File: src/rtl/dms_pkg.sv
package dms_pkg;
  // number of prefix levels for an n-bit carry tree
  function automatic int prefix_levels(input int n);
    int l;
    l = 0;
    while ((1 << l) < n) l++;
    return (l < 1) ? 1 : l;
  endfunction
endpackage

File: src/rtl/dms_bitgen.sv
module dms_bitgen #(
  parameter int N = 8
) (
  input  logic [N-1:0] a,
  input  logic [N-1:0] b,
  output logic [N-1:0] gen,
  output logic [N-1:0] prop
);
  logic [N-1:0] b_inv;
  assign b_inv = ~b;
  assign gen   = a & b_inv;
  assign prop  = a ^ b_inv;
endmodule

File: src/rtl/dms_prefix_tree.sv
module dms_prefix_tree #(
  parameter int N = 8
) (
  input  logic [N-1:0] g_in,
  input  logic [N-1:0] p_in,
  output logic [N-1:0] g_grp,
  output logic [N-1:0] p_grp
);
  localparam int LVL = dms_pkg::prefix_levels(N);

  logic [N-1:0] gs [0:LVL];
  logic [N-1:0] ps [0:LVL];

  assign gs[0] = g_in;
  assign ps[0] = p_in;

  for (genvar l = 0; l < LVL; l++) begin : g_lvl
    localparam int D = 1 << l;
    for (genvar i = 0; i < N; i++) begin : g_bit
      if (i >= D) begin : g_op
        assign gs[l+1][i] = gs[l][i] | (ps[l][i] & gs[l][i-D]);
        assign ps[l+1][i] = ps[l][i] & ps[l][i-D];
      end else begin : g_pass
        assign gs[l+1][i] = gs[l][i];
        assign ps[l+1][i] = ps[l][i];
      end
    end
  end

  assign g_grp = gs[LVL];
  assign p_grp = ps[LVL];
endmodule

File: src/rtl/dms_carry_track.sv
module dms_carry_track #(
  parameter int N = 8
) (
  input  logic [N-1:0] prop,
  input  logic [N-2:0] g_lo,
  input  logic [N-2:0] p_lo,
  input  logic         cin,
  output logic [N-1:0] sum
);
  logic [N-1:0] carry;

  assign carry[0] = cin;
  for (genvar i = 1; i < N; i++) begin : g_c
    assign carry[i] = g_lo[i-1] | (p_lo[i-1] & cin);
  end

  assign sum = prop ^ carry;
endmodule

File: src/rtl/dms_dual_sub.sv
module dms_dual_sub #(
  parameter int N = 8
) (
  input  logic [N-1:0] minuend,
  input  logic [N-1:0] subtrahend,
  output logic [N-1:0] diff_pow2,
  output logic [N-1:0] diff_mers,
  output logic         borrow
);
  logic [N-1:0] gen_b, prop_b;
  logic [N-1:0] g_grp, p_grp;
  logic [N-1:0] sum_one, sum_end;
  logic         net_cout;

  dms_bitgen #(.N(N)) u_gen (
    .a(minuend), .b(subtrahend), .gen(gen_b), .prop(prop_b)
  );

  dms_prefix_tree #(.N(N)) u_tree (
    .g_in(gen_b), .p_in(prop_b), .g_grp(g_grp), .p_grp(p_grp)
  );

  assign net_cout = g_grp[N-1];

  dms_carry_track #(.N(N)) u_trk_one (
    .prop(prop_b), .g_lo(g_grp[N-2:0]), .p_lo(p_grp[N-2:0]),
    .cin(1'b1), .sum(sum_one)
  );

  dms_carry_track #(.N(N)) u_trk_end (
    .prop(prop_b), .g_lo(g_grp[N-2:0]), .p_lo(p_grp[N-2:0]),
    .cin(net_cout), .sum(sum_end)
  );

  assign diff_pow2 = sum_one;
  assign diff_mers = (&sum_end) ? '0 : sum_end;
  assign borrow    = ~(g_grp[N-1] | p_grp[N-1]);
endmodule

File: config.mk
export PLATFORM = sky130hd
export DESIGN_NAME = dms_dual_sub
export DESIGN_NICKNAME = d
export VERILOG_FILES = /design/src/rtl/dms_pkg.sv /design/src/rtl/dms_bitgen.sv /design/src/rtl/dms_prefix_tree.sv /design/src/rtl/dms_carry_track.sv /design/src/rtl/dms_dual_sub.sv
export SDC_FILE = /design/constraint.sdc
export NUM_CORES = 1
export LEC_CHECK = 0
export ABC_AREA = 1
export BUFFER_PORTS_ARGS = -buffer_cell sky130_fd_sc_hd__clkbuf_2
export CORE_MARGIN = 5
export CORE_UTILIZATION = 55
export DETAILED_ROUTE_END_ITERATION = 8
export PLACE_DENSITY = 0.88
export SYNTH_ARGS = -nofsm -noshare
export SYNTH_HDL_FRONTEND = slang
export SYNTH_HIERARCHICAL = 1
export SYNTH_SLANG_ARGS = --single-unit
File: constraint.sdc
create_clock -name vclk -period 4.75
set_clock_uncertainty 0.05 [all_clocks]
set_input_delay 0.2375 -clock vclk [all_inputs]
set_output_delay 0.2375 -clock vclk [all_outputs]
set_load 0.05 [all_outputs]
==> results of run 1 <==
==> worst max-delay path by stage <==
| stage | endpoint | cells after the start | slack, ps | from |
|---|---|---|---|---|
| 6_report | diff_mers[4] | 17 | 2110 | subtrahend[1] |
| 3_3_place_gp | diff_mers[2] | 17 | 2170 | subtrahend[1] |
| 3_5_place_dp | diff_mers[4] | 17 | 2140 | subtrahend[1] |
| 2_1_floorplan | diff_mers[0] | 16 | 2190 | subtrahend[1] |
| 4_1_cts | diff_mers[4] | 17 | 2130 | subtrahend[1] |
| 5_1_grt | diff_mers[4] | 17 | 1790 | subtrahend[1] |
==> report_power, final <==
part	switching, mW	internal, mW
clock	0	0
combinational	0.174	0.0615
sequential	0	0
==> worst min-delay path, cell delays in order <==
cell and delay, ps:
clkbuf_2 80, ha_1 230, xor2_1 90, clkbuf_2 230
==> metal layers <==
| metal | GRT usage [%] | up-vias |
|---|---|---|
| li1 | - | 624 |
| met1 | 22.46 | 411 |
| met2 | 24.17 | 19 |
| met3 | 0.2959 | 2 |
| met4 | 0.8511 | 0 |
| met5 | 0 | - |
==> cell type report <==
type / instances / share of cell area (%)
inverter: 56 / 20.02
tap: 16 / 1.907
timing repair buffer: 33 / 15.73
multi-input combinational: 136 / 62.34
==> Yosys cell counts <==
library cell  number  area [sq um]
o21bai_1           1         7.510
inv_1             56         210.2
nand3_1           16         80.08
ha_1               8         100.1
nor3_2             1         10.01
buf_4              2         15.01
a21oi_1           11         55.05
xor2_1             2         17.52
nor2_1             5         18.77
nor2_2             4         25.02
or2_1              1         6.260
nand2_1           83         311.6
and2_1             1         6.260
nand2_2            2         12.51
conb_1             1         3.750
buf_6              2         22.52
==> cell families (layout without fill, tap and decap cells) <==
family / Yosys count / in the layout / synth area share (%)
other cells: 1 / 1 / 0.4157
fa+ha+maj: 8 / 8 / 11.10
simple gates: 113 / 113 / 52.15
xor+xnor: 2 / 2 / 1.942
compound gates: 12 / 12 / 6.935
buf+inv: 60 / 89 / 27.46
==> metrics by stage <==
| step | instances | util, % | total power, mW | setup WS, ps |
|---|---|---|---|---|
| floorplan | 196 | - | 0.1961 | 2194 |
| global placement | 241 | 68.88 | 0.2350 | 2165 |
| detailed placement | 241 | 68.88 | 0.2365 | 2139 |
| CTS | 241 | 68.88 | 0.2369 | 2132 |
| global route | 241 | 68.88 | 0.2619 | 1793 |
| finish | 241 | 68.88 | 0.2358 | 2108 |
==> flow_summary.toml, run 1 <==
[hold_path]
min_from = "minuend[0]"
holdCritPathClass = "primary input to output pin"
min_to = "diff_pow2[0]"
worst_hold_path.num_cells = 4

[global_route]
grt_pass1_vias = 896
antenna_found_initial = 0
track_usage_pct = 14.81
grt_max_degree = 10
grt_remaining_overflow = 0
grt_pass1_wl_microns = 3346

[cells_and_area]
seq_area_sq_um = 0
n_antenna_cell = 0
nNetsFinal = 251
area_growth_syn_to_layout_pct = 16.37
multi_input_area_sq_um = 654.4
mostFrequentLayoutCell = "nand2_1"
nFillCells = 181
clock_buffers = 0
final_area_sq_um = 1050
drive_gt1_share_pct = 17.78
final_cell_mix = "nand2_1, inv_1, clkbuf_2"
flops_and_latches = 0

[route]
first_iter_violations = 27
met1Wirelength_microns = 929
postRouteAntennaNets = 0
wl_microns = 1781
routed.top_layer = "met4"
routed_via_density = 4.382
drc = 0
dr.pass1.iters = 4
wl_met2_microns = 735
via_count = 1056
wl_met3_microns = 103
avgRoutedWirePerCell_microns = 7.390

[timing]
hold-worst-slack_ps = 1052
rsz0062_at_grt = "false"
slew_violations = 0
max_freq_ghz = 0.3785
hold_viol_final = 0
setup_viol = 0
fin_crit_ps = 2642
fin_crit_sh_pct = 55.63
finalSetupTns_ps = 0

[logic_synthesis]
avgSynthCellArea_sq_um = 4.603
synth_area_sq_um = 902.1
synth_cell_types = 16
ys_seq_area_share_pct = 0
netlist_instances = 196
ys_warn_count = 6
syn-num-nets = 220

[die]
placement_rows = 14
chipWidth_microns = 50.50
die_h_microns = 50.50
die_area_sq_um = 2550
pin_count = 33
start_util_pct = 59.20
core_region_area_sq_um = 1524

[worst_setup_path]
cp_slowest_stage_delay_ps = 370
cpMaxStageDelayCell = "ha_1"
path_cells = "clkbuf_2 > inv_1 > ha_1 > nand2_1 > nand2_2 > nand2_1 > nand2_2 > nand2_1 > nand2_1 > nand2_1 > nand2_1 > nand2_1 > nand2_1 > nand2_1 > nor2_2 > a21oi_1 > clkbuf_2"
worstSetupPathType = "primary input to output pin"
crit_top_cell = "nand2_1"
cp_top_family = "simple AND/OR/NAND/NOR gates"
crit_arrival_ps = 2350
crit_buf_inv = 3
required_ps = 4460
end_kind = "output pin"
crit_path_max_fanout = 9
critPathLaunchType = "primary input"

[clock_tree]
postCtsSetupRepairBufs = 0
cts.hold.buffers_added = 0
cts_resized = 0

[power_and_ir_drop]
p_per_area_nw_per_um2 = 224.6
p_leak_nw = 0.8060
ir_drop_uv = 115.5

[placement]
place_area_sq_um = 1050
io_buffers = 33
gp_congestion = 0.8260
dp_hpwl_microns = 1597

[flow_run]
drv_cap = 0

[run_status]
status = "finished, final reports clean"
(Power assumes the default switching activity.)
==> inputs of run 2 (changes only) <==
--- a/config.mk
+++ b/config.mk
@@ -8,9 +8,9 @@
 export ABC_AREA = 1
 export BUFFER_PORTS_ARGS = -buffer_cell sky130_fd_sc_hd__clkbuf_2
 export CORE_MARGIN = 5
-export CORE_UTILIZATION = 55
+export CORE_UTILIZATION = 48
 export DETAILED_ROUTE_END_ITERATION = 8
-export PLACE_DENSITY = 0.88
+export PLACE_DENSITY = 0.81
 export SYNTH_ARGS = -nofsm -noshare
 export SYNTH_HDL_FRONTEND = slang
 export SYNTH_HIERARCHICAL = 1
==> constraint.sdc (replaced) <==
create_clock -name vclk -period 2.4
set_clock_uncertainty 0.05 [all_clocks]
set_input_delay 0.12 -clock vclk [all_inputs]
set_output_delay 0.12 -clock vclk [all_outputs]
set_load 0.05 [all_outputs]
==> flow_summary.toml, run 2 (same netlist as run 1, synthesis figures left out) <==
[power_and_ir_drop]
combPwrFrac_pct = 100.0
p_per_area_nw_per_um2 = 438.0
sequentialPowerShare_pct = 0
switching_share_pct = 72.87
pwr-share-clk_pct = 0
p_leak_nw = 0.8303
ir_drop_uv = 237.9
internal-power_mw = 0.1320
switching_power_mw = 0.3546

[global_route]
antenna_found_initial = 0
grt_pass1_wl_microns = 3174
track_usage_pct = 13.83
grt_pass1_vias = 849
grt_max_degree = 10
grt_remaining_overflow = 0

[placement]
dp_hpwl_microns = 1745
dp_slack_ps = 89.94
gp_congestion = 0.8699
io_buffers = 33
place_area_sq_um = 1099

[route]
postRouteAntennaNets = 0
dr.pass1.iters = 4
first_iter_violations = 11
via_count = 1098
wl_microns = 1941
avgRoutedWirePerCell_microns = 7.612
drc = 0
routed_via_density = 4.306

[die]
die_area_sq_um = 2846
start_util_pct = 51.13
pin_count = 33
chipWidth_microns = 53.35
core_region_area_sq_um = 1764
placement_rows = 15
die_h_microns = 53.35

[cells_and_area]
nNetsFinal = 256
final_cell_mix = "nand2_1, inv_1, clkbuf_2"
final_area_sq_um = 1111
nFillCells = 226
mostFrequentLayoutCell = "nand2_1"
area_growth_syn_to_layout_pct = 23.16
n_antenna_cell = 0
multi_input_area_sq_um = 666.9
clock_buffers = 0
seq_area_sq_um = 0
drive_gt1_share_pct = 20.00
flops_and_latches = 0

[timing]
slew_violations = 0
max_freq_ghz = 0.4641
setup_ws_ps = 245.4
hold_viol_final = 0
fin_crit_ps = 2155
setup_viol = 0
fin_crit_sh_pct = 89.78

[worst_setup_path]
worstSetupPathType = "primary input to output pin"
end_kind = "output pin"
required_ps = 2230
critPathLaunchType = "primary input"
crit_path_max_fanout = 9
crit_arrival_ps = 1980

[clock_tree]
postCtsSetupRepairBufs = 0

[run_status]
status = "finished, final reports clean"

[flow_run]
drv_cap = 0

[hold_path]
holdCritPathClass = "primary input to output pin"
run 2: changes by cell type in the layout (fill, tap and decap cells not counted):
| cell | previous run | this run |
|---|---|---|
| nand2_2 | 2 | 3 |
| buf_4 | 0 | 5 |
| nor2_4 | 0 | 2 |
| buf_2 | 0 | 1 |
| nor2_2 | 4 | 2 |
| clkbuf_2 | 33 | 32 |
| nand2_1 | 83 | 82 |
run 2: per-layer routing:
metal	vias up	part of all wire (%)	GRT usage, %
met2	21	43	24.29
li1	635	-	-
met1	442	52	19.80
met4	0	0	0
met3	0	4.8	0
met5	-	0	0
run 2: stage by stage:
step                      util, %  power (mW)  hold WS [ps]  std cells  setup TNS [ps]
after global routing        62.98      0.5354         847.6        255          -3.447
final                       62.98      0.4866         810.0        255               0
after CTS                   62.27      0.4832         815.3        255               0
after global placement      62.27      0.4769         806.4        255               0
after detailed placement    62.27      0.4820         814.8        255               0
after floorplan                 -      0.3882         675.0        196               0
run 2: critical path, stage by stage:
cell and delay, ps:
clkbuf_2 80, inv_1 30, ha_1 400, nand2_1 100
nor2_1 120, nand2_1 70, nand2_2 150, nand2_1 100
nand2_1 70, nand2_1 50, nand2_1 80, nand2_1 100
nor2_4 170, a21oi_1 90, clkbuf_2 240
run 2: power by group through the flow:
stage	clock (mW)	sequential (mW)	combinational, mW
3_5_place_dp	0	0	0.482
5_1_grt	0	0	0.535
2_1_floorplan	0	0	0.388
4_1_cts	0	0	0.483
3_3_place_gp	0	0	0.477
6_report	0	0	0.487
run 2: final timing paths:
check  cells after the start           end  slack (ps)           from
max                       15  diff_mers[2]         250  subtrahend[4]
min                        4  diff_pow2[0]         810     minuend[0]
run 2: final cells by class:
type | instances | area share (%)
multi-input cells | 136 | 60.02
inverters | 56 | 18.92
repair buffers | 38 | 18.24
well taps | 25 | 2.815
run 2: timing repair:
action / CTS / global route
endpoints found under the hold margin: 0 / 0
resized for setup: 0 / 4
setup endpoints to repair: 0 / 8
hold buffers: 0 / 0
==> inputs of run 3 (changes only) <==
--- a/config.mk
+++ b/config.mk
@@ -7,10 +7,12 @@
 export LEC_CHECK = 0
 export ABC_AREA = 1
 export BUFFER_PORTS_ARGS = -buffer_cell sky130_fd_sc_hd__clkbuf_2
+export CELL_PAD_IN_SITES_DETAIL_PLACEMENT = 0
+export CELL_PAD_IN_SITES_GLOBAL_PLACEMENT = 1
 export CORE_MARGIN = 5
-export CORE_UTILIZATION = 48
+export CORE_UTILIZATION = 29
 export DETAILED_ROUTE_END_ITERATION = 8
-export PLACE_DENSITY = 0.81
+export PLACE_DENSITY_LB_ADDON = 0.1
 export SYNTH_ARGS = -nofsm -noshare
 export SYNTH_HDL_FRONTEND = slang
 export SYNTH_HIERARCHICAL = 1
==> flow_summary.toml, run 3 (same netlist as run 1, synthesis figures left out) <==
[worst_setup_path]
crit_buf_inv = 3
startpoint = "subtrahend[5]"
crit_arrival_ps = 2010
cp_top_family = "simple AND/OR/NAND/NOR gates"
required_ps = 2230
cpMaxStageDelayCell = "ha_1"
crit_cells = 14
end_kind = "output pin"
cp_slowest_stage_delay_ps = 360
worstSetupPathType = "primary input to output pin"
crit_path_max_fanout = 9
path_cells = "clkbuf_2 > inv_1 > ha_1 > nand2_1 > nand2_1 > a21oi_1 > nand2_4 > nand2_1 > nand3_1 > nand2_1 > nand2_1 > nor2_4 > a21oi_1 > clkbuf_4"
crit_top_cell = "nand2_1"
critPathLaunchType = "primary input"
crit_path_end = "diff_mers[3]"

[die]
pin_count = 33
start_util_pct = 29.79
placement_rows = 20
die_h_microns = 65.78
chipWidth_microns = 65.78
core_region_area_sq_um = 3028
die_area_sq_um = 4326

[hold_path]
min_from = "minuend[0]"
holdCritPathClass = "primary input to output pin"

[global_route]
grt_max_degree = 10
grt_pass1_vias = 1007
antenna_found_initial = 0
grt_pass1_wl_microns = 4050
grt_remaining_overflow = 0
track_usage_pct = 10.99

[route]
drc = 0
first_iter_violations = 36
postRouteAntennaNets = 0
dr.pass1.iters = 4
routed_via_density = 4.065
via_count = 1118
wl_microns = 2221
avgRoutedWirePerCell_microns = 8.076

[placement]
io_buffers = 33
dp_hpwl_microns = 2004
gp_congestion = 0.7984

[clock_tree]
cts.hold.buffers_added = 0
postCtsSetupRepairBufs = 0

[power_and_ir_drop]
ir_drop_uv = 119.7
total_power_mw = 0.4992
p_per_area_nw_per_um2 = 432.3
p_leak_nw = 0.8374

[cells_and_area]
n_antenna_cell = 0
seq_area_sq_um = 0
flops_and_latches = 0
nFillCells = 362
nNetsFinal = 257
fin_util_pct = 38.14
clock_buffers = 0
area_growth_syn_to_layout_pct = 28.02
mostFrequentLayoutCell = "nand2_1"
drive_gt1_share_pct = 20.35
final_cell_mix = "nand2_1, inv_1, clkbuf_2"

[timing]
finalSetupTns_ps = 0
slew_violations = 0
max_freq_ghz = 0.4592
fin_crit_ps = 2178
fin_crit_sh_pct = 90.74
setup_viol = 0
hold_viol_final = 0
rsz0062_at_grt = "false"

[run_status]
status = "finished, final reports clean"

[flow_run]
drv_cap = 0
==> run 3: changes by cell type in the layout (fill, tap and decap cells not counted) <==
| cell | previous run | this run |
|---|---|---|
| clkbuf_2 | 32 | 25 |
| nand2_2 | 3 | 2 |
| nand2_4 | 0 | 1 |
| buf_2 | 1 | 5 |
| buf_4 | 5 | 7 |
| clkbuf_4 | 0 | 2 |
==> run 3: cell type report <==
class	instances	area, sq um	area share (%)
Multi-Input combinational cell	136	671.9	58.18
Timing Repair Buffer	39	217.7	18.85
Inverter	56	210.2	18.20
Tap cell	44	55.05	4.767
==> run 3: through the flow <==
stage	setup WS, ps	instance area (sq um)	hold slack (ps)	cells
after floorplan	78.80	902.1	675.0	196
after global placement	109.8	1130	827.6	275
after detailed placement	40.94	1130	830.8	275
after CTS	38.69	1130	833.6	275
after global routing	0.5962	1155	883.7	275
final	222.3	1155	833.1	275
==> run 3: worst min path at each step <==
stage,to,cells after the start
final,diff_pow2[0],5
after global routing,diff_pow2[0],5
after CTS,diff_pow2[0],5
after detailed placement,diff_pow2[0],5
after global placement,diff_pow2[0],5
after floorplan,diff_pow2[0],2
==> run 3: per-layer routing <==
metal  wire, microns  global-route usage (%)  part of all wire [%]
met5               0                       0                     0
met4               0                       0                     0
met3              97                  0.3401                   4.4
met2            1009                   19.02                    45
met1            1114                   15.96                    50
==> run 3: timing repair <==
item / 4_1_cts / 5_1_grt
resized for setup: 0 / 16
endpoints found under the hold margin: 0 / 0
endpoints found under the setup margin: 0 / 8
==> run 3: where the power goes <==
group          leakage, nW  total, mW  switching [mW]  internal, mW
registers                0          0               0             0
logic                0.837      0.499           0.359         0.140
clock network            0          0               0             0
total                0.837      0.499           0.359         0.140
